==> src/rtl/litext_pkg.sv <==
package litext_pkg;

  localparam int unsigned WORD_MAX = 64;

  typedef logic [WORD_MAX-1:0] wide_t;

  typedef enum logic [1:0] {
    KIND_GEN  = 2'd0,
    KIND_JMP  = 2'd1,
    KIND_CALL = 2'd2,
    KIND_LIT  = 2'd3
  } kind_e;

  typedef enum logic [1:0] {
    RS_HOLD = 2'd0,
    RS_PUSH = 2'd1,
    RS_POP  = 2'd2,
    RS_REPL = 2'd3
  } rs_op_e;

  // Ones in the low w bits.
  function automatic wide_t low_mask(int unsigned w);
    if (w >= WORD_MAX) return '1;
    return (wide_t'(1) << w) - wide_t'(1);
  endfunction

  // Treat the low w bits of v as a signed number.
  function automatic wide_t sign_extend(wide_t v, int unsigned w);
    wide_t m;
    m = low_mask(w);
    if (w == 0) return '0;
    if (v[w-1]) return (v & m) | ~m;
    return v & m;
  endfunction

  // Move base up by sh bits and drop low into the vacated bits.
  function automatic wide_t shift_insert(wide_t base, wide_t low, int unsigned sh);
    return (base << sh) | (low & low_mask(sh));
  endfunction

endpackage

==> src/rtl/litext_decode.sv <==
module litext_decode
  import litext_pkg::*;
#(
  parameter int unsigned IW = 8,
  localparam int unsigned IMM_W = IW - 1,
  localparam int unsigned AF_W  = IW - 4
) (
  input  logic [IW-1:0]    instr,
  output kind_e            kind,
  output logic [IMM_W-1:0] imm,
  output logic [AF_W-1:0]  field
);

  logic [2:0] cls;

  assign cls   = instr[IW-2 -: 3];
  assign imm   = instr[IMM_W-1:0];
  assign field = instr[AF_W-1:0];

  always_comb begin
    if (instr[IW-1]) begin
      kind = KIND_LIT;
    end else begin
      unique case (cls)
        3'b000:  kind = KIND_JMP;
        3'b001:  kind = KIND_CALL;
        default: kind = KIND_GEN;
      endcase
    end
  end

endmodule

==> src/rtl/litext_compose.sv <==
module litext_compose
  import litext_pkg::*;
#(
  parameter int unsigned DW    = 16,
  parameter int unsigned IMM_W = 7,
  parameter int unsigned AF_W  = 4
) (
  input  logic [DW-1:0]    top,
  input  logic [IMM_W-1:0] imm,
  input  logic [AF_W-1:0]  field,
  output logic [DW-1:0]    lit_first_val,
  output logic [DW-1:0]    lit_ext_val,
  output logic [DW-1:0]    fused_target,
  output logic [DW-1:0]    plain_target
);

  wide_t top_w, imm_w, field_w;
  wide_t first_w, ext_w, fused_w, plain_w;

  always_comb begin
    top_w   = wide_t'(top);
    imm_w   = wide_t'(imm);
    field_w = wide_t'(field);
    first_w = sign_extend(imm_w, IMM_W);
    ext_w   = shift_insert(top_w, imm_w, IMM_W);
    fused_w = shift_insert(top_w, field_w, AF_W);
    plain_w = sign_extend(field_w, AF_W);
  end

  assign lit_first_val = first_w[DW-1:0];
  assign lit_ext_val   = ext_w[DW-1:0];
  assign fused_target  = fused_w[DW-1:0];
  assign plain_target  = plain_w[DW-1:0];

endmodule

==> src/rtl/litext_rstack.sv <==
module litext_rstack
  import litext_pkg::*;
#(
  parameter int unsigned DW    = 16,
  parameter int unsigned DEPTH = 8,
  localparam int unsigned SPW  = (DEPTH > 1) ? $clog2(DEPTH) : 1
) (
  input  logic          clk,
  input  logic          rst_n,
  input  rs_op_e        op,
  input  logic [DW-1:0] wdata,
  output logic [DW-1:0] top
);

  logic [DW-1:0]  mem [DEPTH];
  logic [SPW-1:0] sp;
  logic [SPW-1:0] wr_idx;
  logic           wr_en;

  assign wr_en  = (op == RS_PUSH) || (op == RS_REPL);
  assign wr_idx = (op == RS_PUSH) ? sp + SPW'(1) : sp;
  assign top    = mem[sp];

  // Circular pointer: depth is a power of two, so wrap is free.
  always_ff @(posedge clk) begin
    if (!rst_n) begin
      sp <= '0;
    end else begin
      unique case (op)
        RS_PUSH: sp <= sp + SPW'(1);
        RS_POP:  sp <= sp - SPW'(1);
        default: sp <= sp;
      endcase
    end
  end

  for (genvar e = 0; e < DEPTH; e++) begin : g_entry
    always_ff @(posedge clk) begin
      if (!rst_n) begin
        mem[e] <= '0;
      end else if (wr_en && (wr_idx == SPW'(e))) begin
        mem[e] <= wdata;
      end
    end
  end

endmodule

==> src/rtl/litext_unit.sv <==
module litext_unit
  import litext_pkg::*;
#(
  parameter bit          WIDE9    = 1'b0,
  parameter int unsigned DW       = 16,
  parameter int unsigned RS_DEPTH = 8,
  localparam int unsigned IW      = WIDE9 ? 9 : 8,
  localparam int unsigned IMM_W   = IW - 1,
  localparam int unsigned AF_W    = IW - 4
) (
  input  logic          clk,
  input  logic          rst_n,
  input  logic          instr_valid,
  input  logic [IW-1:0] instr,
  input  logic [DW-1:0] ret_addr,
  output logic [DW-1:0] rs_top,
  output logic          rs_push,
  output logic          rs_pop,
  output logic          lit_active,
  output logic          target_valid,
  output logic          target_is_call,
  output logic [DW-1:0] target_addr
);

  kind_e            kind;
  logic [IMM_W-1:0] imm;
  logic [AF_W-1:0]  field;
  logic [DW-1:0]    lit_first_val, lit_ext_val, fused_target, plain_target;

  // Named events for the checker.
  logic ev_lit_first, ev_lit_ext, ev_branch, ev_fuse, ev_call;

  rs_op_e        st_op;
  logic [DW-1:0] st_wdata;
  logic [DW-1:0] tgt_next;
  logic          lit_next;

  litext_decode #(.IW(IW)) u_decode (
    .instr (instr),
    .kind  (kind),
    .imm   (imm),
    .field (field)
  );

  litext_compose #(.DW(DW), .IMM_W(IMM_W), .AF_W(AF_W)) u_compose (
    .top           (rs_top),
    .imm           (imm),
    .field         (field),
    .lit_first_val (lit_first_val),
    .lit_ext_val   (lit_ext_val),
    .fused_target  (fused_target),
    .plain_target  (plain_target)
  );

  litext_rstack #(.DW(DW), .DEPTH(RS_DEPTH)) u_rstack (
    .clk   (clk),
    .rst_n (rst_n),
    .op    (st_op),
    .wdata (st_wdata),
    .top   (rs_top)
  );

  assign ev_lit_first = instr_valid && (kind == KIND_LIT) && !lit_active;
  assign ev_lit_ext   = instr_valid && (kind == KIND_LIT) &&  lit_active;
  assign ev_branch    = instr_valid && ((kind == KIND_JMP) || (kind == KIND_CALL));
  assign ev_fuse      = ev_branch && lit_active;
  assign ev_call      = instr_valid && (kind == KIND_CALL);

  always_comb begin
    st_op    = RS_HOLD;
    st_wdata = lit_first_val;
    if (ev_lit_first) begin
      st_op    = RS_PUSH;
      st_wdata = lit_first_val;
    end else if (ev_lit_ext) begin
      st_op    = RS_REPL;
      st_wdata = lit_ext_val;
    end else if (ev_call) begin
      // Pop of the fused value followed by push of the return address.
      st_op    = ev_fuse ? RS_REPL : RS_PUSH;
      st_wdata = ret_addr;
    end else if (ev_fuse) begin
      st_op    = RS_POP;
    end
  end

  assign tgt_next = ev_fuse ? fused_target : plain_target;
  assign lit_next = instr_valid ? (kind == KIND_LIT) : lit_active;

  always_ff @(posedge clk) begin
    if (!rst_n) begin
      lit_active     <= 1'b0;
      rs_push        <= 1'b0;
      rs_pop         <= 1'b0;
      target_valid   <= 1'b0;
      target_is_call <= 1'b0;
      target_addr    <= '0;
    end else begin
      lit_active     <= lit_next;
      rs_push        <= ev_lit_first || ev_call;
      rs_pop         <= ev_fuse;
      target_valid   <= ev_branch;
      target_is_call <= ev_call;
      if (ev_branch) target_addr <= tgt_next;
    end
  end

endmodule

==> config.mk <==
export PLATFORM = sky130hd
export DESIGN_NAME = litext_unit
export DESIGN_NICKNAME = d
export VERILOG_FILES = /design/src/rtl/litext_pkg.sv /design/src/rtl/litext_decode.sv /design/src/rtl/litext_compose.sv /design/src/rtl/litext_rstack.sv /design/src/rtl/litext_unit.sv
export SDC_FILE = /design/constraint.sdc
export NUM_CORES = 1
export LEC_CHECK = 0
export CAP_MARGIN = 30
export CORE_MARGIN = 8
export CORE_UTILIZATION = 54
export CTS_BUF_LIST = sky130_fd_sc_hd__clkbuf_2
export DETAILED_ROUTE_END_ITERATION = 10
export HOLD_SLACK_MARGIN = 0.15
export PLACE_DENSITY = 0.89
export SYNTH_ARGS = -nofsm -noshare
export SYNTH_HDL_FRONTEND = slang
export SYNTH_SLANG_ARGS = --single-unit
==> constraint.sdc <==
create_clock -name clk -period 4.3 [get_ports clk]
set_input_delay 1.29 -clock clk [delete_from_list [all_inputs] [get_ports clk]]
set_output_delay 1.29 -clock clk [all_outputs]
set_load 0.05 [all_outputs]
==> results.json, run 1 <==
{
  "drive_above_1_share_pct": 18.0,
  "critical_path.reg2reg.endpoint": "u_rstack.mem[5][10]",
  "synthesized_netlist_net_count": 608,
  "regArea_um2": 4390,
  "synth-edff-count": 128,
  "cts-root-to-sink-buffers": 2,
  "regToRegSetupSlack_ps": 1640,
  "drt.antenna.violating_nets": 0,
  "first_global_vias": 5467,
  "critPathRequiredTime_ps": 3010,
  "grtUsageMet3_pct": 5.60,
  "layout.nets": 702,
  "r2r_cells": 8,
  "critical_path.endpoint_type": "output pin",
  "drtPass1Iterations": 5,
  "floorplan.initialDensity_pct": 54.9,
  "die_h_um": 132,
  "timing.slew.headroom_pct": 48.6,
  "wire_length_of_the_first_global_routing_pass_mm": 30.5,
  "cts_post_setup_buffers_inserted": 0,
  "drt-vias-per-instance": 6.35,
  "synth_compound_gate_area_share_pct": 8.69,
  "timing.final.crit_period_ps": 4120,
  "ys_seq_area_share_pct": 60.5,
  "globalplace.congestion": 0.908,
  "insertion_delay_ps": 720,
  "place.detailed.instances": 826,
  "synth_simple_gate_area_share_pct": 13.6,
  "yosys.area_share.adder_pct": 1.04,
  "arrival_ps": 2830,
  "drcViolationCount": 0,
  "grt_start_max_net_pins": 51,
  "tightest_slew_ps": 771,
  "stdcell_count": 859,
  "run_status": "completed",
  "hold-path-cell-count": 2,
  "netlist_area_um2": 7240,
  "cp_slowest_stage_delay_ps": 540,
  "ys_dominant_reg_cell": "edfxtp_1",
  "worst_path_max_delay_cell": "dlygate4sd2_1",
  "vias": 5452,
  "asyncSetResetFlopFracSynth_pct": 0,
  "die_area_um2": 17400,
  "path_clk_slew_ps": 190,
  "tritoncts": "done",
  "syn-mean-instance-area_um2": 12.6,
  "drt-wirelength-per-cell_um": 23.1,
  "utilization_pct": 64.6,
  "timing.critical_path.buf_inv": 2,
  "power.static_leakage_nw": 3.15,
  "ys_types": 44,
  "min_delay_worst_endpoint": "target_addr[3]",
  "htree_levels": 4,
  "tritoncts_num_sinks": 155,
  "drv_slew": 0,
  "numCtsBuffers": 17,
  "layout_worst_path_cycle_share_pct": 95.9,
  "floorplan.die.width_um": 132,
  "cp-start-kind": "flop",
  "worst_path_dominant_cell_family": "buffers and inverters",
  "setup_violations": 0,
  "grt-ovfl-total": 0,
  "global_route.usage.total_pct": 22.8,
  "finish.instance_area_um2": 8520,
  "core.rowCount": 42,
  "dp_wirelength_mm": 13.3,
  "fmax_achieved_ghz": 0.242,
  "globalRouteMet1Util_pct": 26.6,
  "synth_xor_area_share_pct": 0.587,
  "ports_placed_on_the_boundary": 64,
  "ys_ff_latch": 155,
  "critPathMaxFanout": 9,
  "path_class": "flop to output pin",
  "clock_tree.root_cell": "clkbuf_2",
  "synth_top_family_by_area": "simple AND/OR/NAND/NOR gates",
  "vdd_drop_max_v": 0.000200,
  "timing.max_cap.violations": 0,
  "hold_class": "flop to flop",
  "hp-start": "target_addr[3]",
  "design.core.area_um2": 13200,
  "synth_mux_area_share_pct": 11.8,
  "cts_hold_buf": 0,
  "dpl_cell_area_um2": 8280,
  "power_density_nw_per_um2": 384,
  "timing.critical_path.cells": "buf_4 > and2_1 > a22oi_1 > and2_1 > dlygate4sd2_1",
  "area_growth_syn_to_layout_pct": 17.6,
  "initialDrtViolationCount": 928,
  "drt_wl_total_mm": 19.8,
  "io_buffer_count": 63,
  "multi_input_comb_area_um2": 2590,
  "skew_ps": 51.5,
  "rsz0062_at_grt": "false",
  "crit-reg2reg-launch": "lit_active",
  "path_common_cell": "and2_1",
  "synthesis.instances": 575,
  "final_report_hold_violation_count": 0,
  "final.fill_count": 960,
  "global_route.usage.met2_pct": 38.3,
  "grt.busiest_layer": "met2",
  "number_of_synthesis_warnings": 0,
  "worst_hold_slack_ps": 483,
  "antenna_found_initial": 1
}
[registers in the layout (all words and copies together) (netlist names), named ones only]
name and count:
u_rstack.mem 128, target_is_call 1, u_rstack.sp 3, rs_pop 1
target_addr 16, lit_active 1, rs_push 1, target_valid 1
[synth_stat cells, types with 4 or more instances]
cell type	number	area share, %
and2_1	14	1.2
edfxtp_1	128	53
nor3_1	67	4.6
mux2i_1	45	6.2
a21boi_0	5	0.52
clkbuf_1	12	0.62
dfxtp_1	27	7.5
a22oi_1	18	1.9
a21oi_2	8	0.97
buf_6	5	0.78
nor2b_1	4	0.35
nor3_2	6	0.83
ha_1	6	1.0
buf_2	11	0.76
inv_1	9	0.47
o21a_1	12	1.2
mux4_2	14	4.4
mux2_2	4	0.62
nand2_1	16	0.83
buf_4	5	0.52
o21ai_1	10	0.69
a31oi_1	9	0.78
o21ai_0	24	1.7
nand3_1	7	0.48
a21oi_1	8	0.55
nor2_1	71	3.7
[layer usage]
metal  wire, um  part of all wire, %
met5          0                    0
met4        751                  3.8
met3       2120                   11
met2       9830                   50
met1       7120                   36
[repair_timing]
item,4_1_cts,5_1_grt
gates resized for setup,17,0
endpoints found under the hold margin,0,0
setup endpoints to repair,16,0
[logic make-up after synthesis]
| kind of cell | after synthesis |
|---|---|
| and+or+nand+nor | 201 |
| DFF | 155 |
| AOI/OAI and AO/OA | 98 |
| muxes | 66 |
| buffers and inverters | 45 |
| adders and majority gates | 6 |
| xor gates and xnor gates | 4 |
[cell type report]
cell class / instances / share of cell area, %
antenna: 1 / 0.0294
tap: 176 / 2.59
multi-input combinational: 375 / 30.4
timing repair buffer: 111 / 12.1
clock inverter: 12 / 1.75
sequential: 155 / 51.5
inverter: 9 / 0.397
clock buffer: 20 / 1.18
[through the flow]
step | setup WS (ps) | setup TNS (ps) | total power (W)
final | 176 | 0 | 0.00327
after global routing | 67.0 | 0 | 0.00338
after CTS | 161 | 0 | 0.00327
after detailed placement | -49.8 | -222 | 0.00248
after global placement | 164 | 0 | 0.00245
after floorplan | -204 | -12230 | 0.00222
[worst min-delay path: stages (launching register included)]
cell	delay (ps)
dfxtp_1	350
nand2_1	50
a21boi_0	60
[report_power, final]
| group | internal (W) | switching, W | leakage, nW | total [W] |
|---|---|---|---|---|
| Clock | 0.000328 | 0.000515 | 0.148 | 0.000843 |
| Sequential | 0.00170 | 0.0000353 | 1.55 | 0.00173 |
| Combinational | 0.000250 | 0.000446 | 1.46 | 0.000696 |
[layout by cell type, fill, tap and decap left out, types with 4 or more instances in the layout]
master           Yosys  layout
a21boi_0             5       5
a21oi_1              8       8
a21oi_2              8       8
a22oi_1             18      18
a31oi_1              9       9
and2_1              14      14
buf_12               1       5
buf_4                5      43
clkbuf_2             1      20
clkdlybuf4s50_1      0      47
dfxtp_1             27      26
dlygate4sd2_1        0      16
edfxtp_1           128     128
ha_1                 6       6
inv_1                9       9
mux2_2               4       4
mux2i_1             45      45
mux4_2              14      14
nand2_1             16      16
nand3_1              7       7
nor2_1              71      71
nor3_1              67      67
nor3_2               6       6
o21a_1              12      12
o21ai_0             24      15
o21ai_1             10      19
[worst max path at each step]
stage / start / end / cells past startpoint
floorplan: instr[6] / u_rstack.mem[4][0] / 10
global placement: instr[4] / u_rstack.mem[5][9] / 12
detailed placement: instr[6] / u_rstack.mem[5][10] / 12
CTS: flop / rs_top[10] / 4
global route: flop / rs_top[8] / 5
finish: flop / rs_top[7] / 5
Note: power is estimated with default switching activity, not from simulation.
==> inputs of run 2 (changes only) <==
--- a/config.mk
+++ b/config.mk
@@ -6,7 +6,7 @@
 export NUM_CORES = 1
 export LEC_CHECK = 0
 export CAP_MARGIN = 30
-export CORE_MARGIN = 8
+export CORE_MARGIN = 2
 export CORE_UTILIZATION = 54
 export CTS_BUF_LIST = sky130_fd_sc_hd__clkbuf_2
 export DETAILED_ROUTE_END_ITERATION = 10
==> results.json, run 2 (synthesis gave the netlist of run 1 again) <==
{
  "global_route.usage.total_pct": 27.4,
  "clock_tree.root_cell": "clkbuf_2",
  "wire_length_of_the_first_global_routing_pass_mm": 29.1,
  "dp_wirelength_mm": 13.2,
  "drt-wirelength-per-cell_um": 22.1,
  "die_h_um": 120,
  "power_density_nw_per_um2": 379,
  "initialDrtViolationCount": 630,
  "drtPass1Iterations": 5,
  "grt_start_max_net_pins": 51,
  "io_buffer_count": 63,
  "fmax_achieved_ghz": 0.244,
  "arrival_ps": 2810,
  "crit-reg2reg-launch": "lit_active",
  "drt.antenna.violating_nets": 0,
  "antenna_found_initial": 1,
  "utilization_pct": 64.5,
  "postLayoutSetupSlackWorst_ps": 198,
  "layout.nets": 702,
  "cp-start-kind": "flop",
  "largest_register": "u_rstack.mem",
  "largest_reg_flops": 128,
  "design.core.area_um2": 13200,
  "final_report_hold_violation_count": 0,
  "globalplace.congestion": 0.919,
  "floorplan.initialDensity_pct": 54.9,
  "htree_levels": 4,
  "critPathRequiredTime_ps": 3010,
  "drcViolationCount": 0,
  "drv_slew": 0,
  "p_comb_share_pct": 21.6,
  "critPathMaxFanout": 50,
  "grt-ovfl-total": 0,
  "timing.slew.headroom_pct": 32.3,
  "dpl_cell_area_um2": 8280,
  "switching_power_share_of_the_total_pct": 29.8,
  "skew_ps": 37.8,
  "critical_path.endpoint_type": "output pin",
  "place.detailed.instances": 826,
  "drt-vias-per-instance": 6.18,
  "top_regs": "u_rstack.mem (128), target_addr (16), u_rstack.sp (3)",
  "vias": 5310,
  "stdcell_count": 859,
  "area_growth_syn_to_layout_pct": 17.5,
  "ports_placed_on_the_boundary": 64,
  "cts_post_setup_buffers_inserted": 0,
  "timing.final.crit_period_ps": 4100,
  "power.static_leakage_nw": 3.18,
  "cts-root-to-sink-buffers": 2,
  "insertion_delay_ps": 740,
  "drt_wl_total_mm": 18.9,
  "setup_violations": 0,
  "rsz0062_at_grt": "false",
  "core.rowCount": 42,
  "run_status": "completed",
  "seqPwrFrac_pct": 53.7,
  "timing.max_cap.violations": 0,
  "layout.cells.most_common": "edfxtp_1",
  "cell_internal_pwr_w": 0.00227,
  "path_clk_slew_ps": 200,
  "finish.instance_area_um2": 8510,
  "tritoncts": "done",
  "layout_worst_path_cycle_share_pct": 95.4,
  "hold_class": "flop to flop",
  "net-switching-power_w": 0.000961,
  "place_worst_setup_slack_ps": -16.7,
  "tightest_slew_ps": 1010,
  "tritoncts_num_sinks": 155,
  "drive_above_1_share_pct": 17.4,
  "layout_common_cells": "edfxtp_1 (128), nor2_1 (71), nor3_1 (67)",
  "path_class": "flop to output pin",
  "first_global_vias": 5425,
  "pwr-share-clk_pct": 24.7,
  "fin_total_pwr_w": 0.00323,
  "die_area_um2": 14400,
  "hp-start": "target_addr[2]",
  "numCtsBuffers": 17,
  "vdd_drop_max_v": 0.000239,
  "floorplan.die.width_um": 120
}
==> run 2: cell types whose count changed in the layout (fill, tap and decap cells not counted) <==
cell	change
clkinv_1	+5
clkinvlp_4	-3
dlygate4sd2_1	-3
dlymetal6s2s_1	+3
clkbuf_2	-1
clkinv_2	+1
clkinv_4	-1
inv_6	-1
nor2b_1	-1
nor2b_2	+1
==> run 2: power by group through the flow <==
stage / Sequential, W / Combinational [W] / Clock, W
floorplan: 0.00181 / 0.000420 / 0
global placement: 0.00176 / 0.000689 / 0
detailed placement: 0.00177 / 0.000707 / 0
CTS: 0.00173 / 0.000693 / 0.000799
global route: 0.00174 / 0.000730 / 0.000860
finish: 0.00173 / 0.000696 / 0.000797
==> run 2: repair_timing <==
| action | in CTS | in global routing |
|---|---|---|
| hold buffers | 0 | 0 |
| resized for setup | 15 | 3 |
| setup endpoints to repair | 16 | 3 |
| endpoints found under the hold margin | 0 | 0 |
==> run 2: layout make-up <==
class,instances,area [um^2]
clock inverters,13,133
diodes,1,2.50
fillers,988,4680
well taps,176,220
inverters,9,33.8
multi-input cells,375,2600
clock buffers,19,95.1
flip-flops and latches,155,4390
repair buffers,111,1040
==> run 2: final timing paths <==
path	endpoint	slack [ps]	cells past startpoint
worst max-delay path	rs_top[9]	200	4
worst min-delay path	target_addr[2]	490	2
worst max register to register	u_rstack.mem[5][10]	1640	8
worst min register to register	target_addr[2]	490	2
==> run 2: through the flow <==
step / TNS, ps / hold slack [ps]
after floorplan: -12230 / 545
after global placement: 0 / 459
after detailed placement: -16.7 / 470
after CTS: 0 / 496
after global routing: 0 / 529
final: 0 / 493
==> run 2: routing by layer <==
layer	GRT usage (%)	wire length (um)	up-vias
met4	12.8	690	0
met1	32.4	6830	2534
met5	0	0	-
met2	47.5	9610	373
li1	-	-	2338
met3	6.27	1820	65
==> run 2: worst max-delay path: stages (launching register included) <==
cell and delay [ps]:
dfxtp_2 380, buf_12 310, mux4_2 610, mux2_4 310, dlygate4sd2_1 420
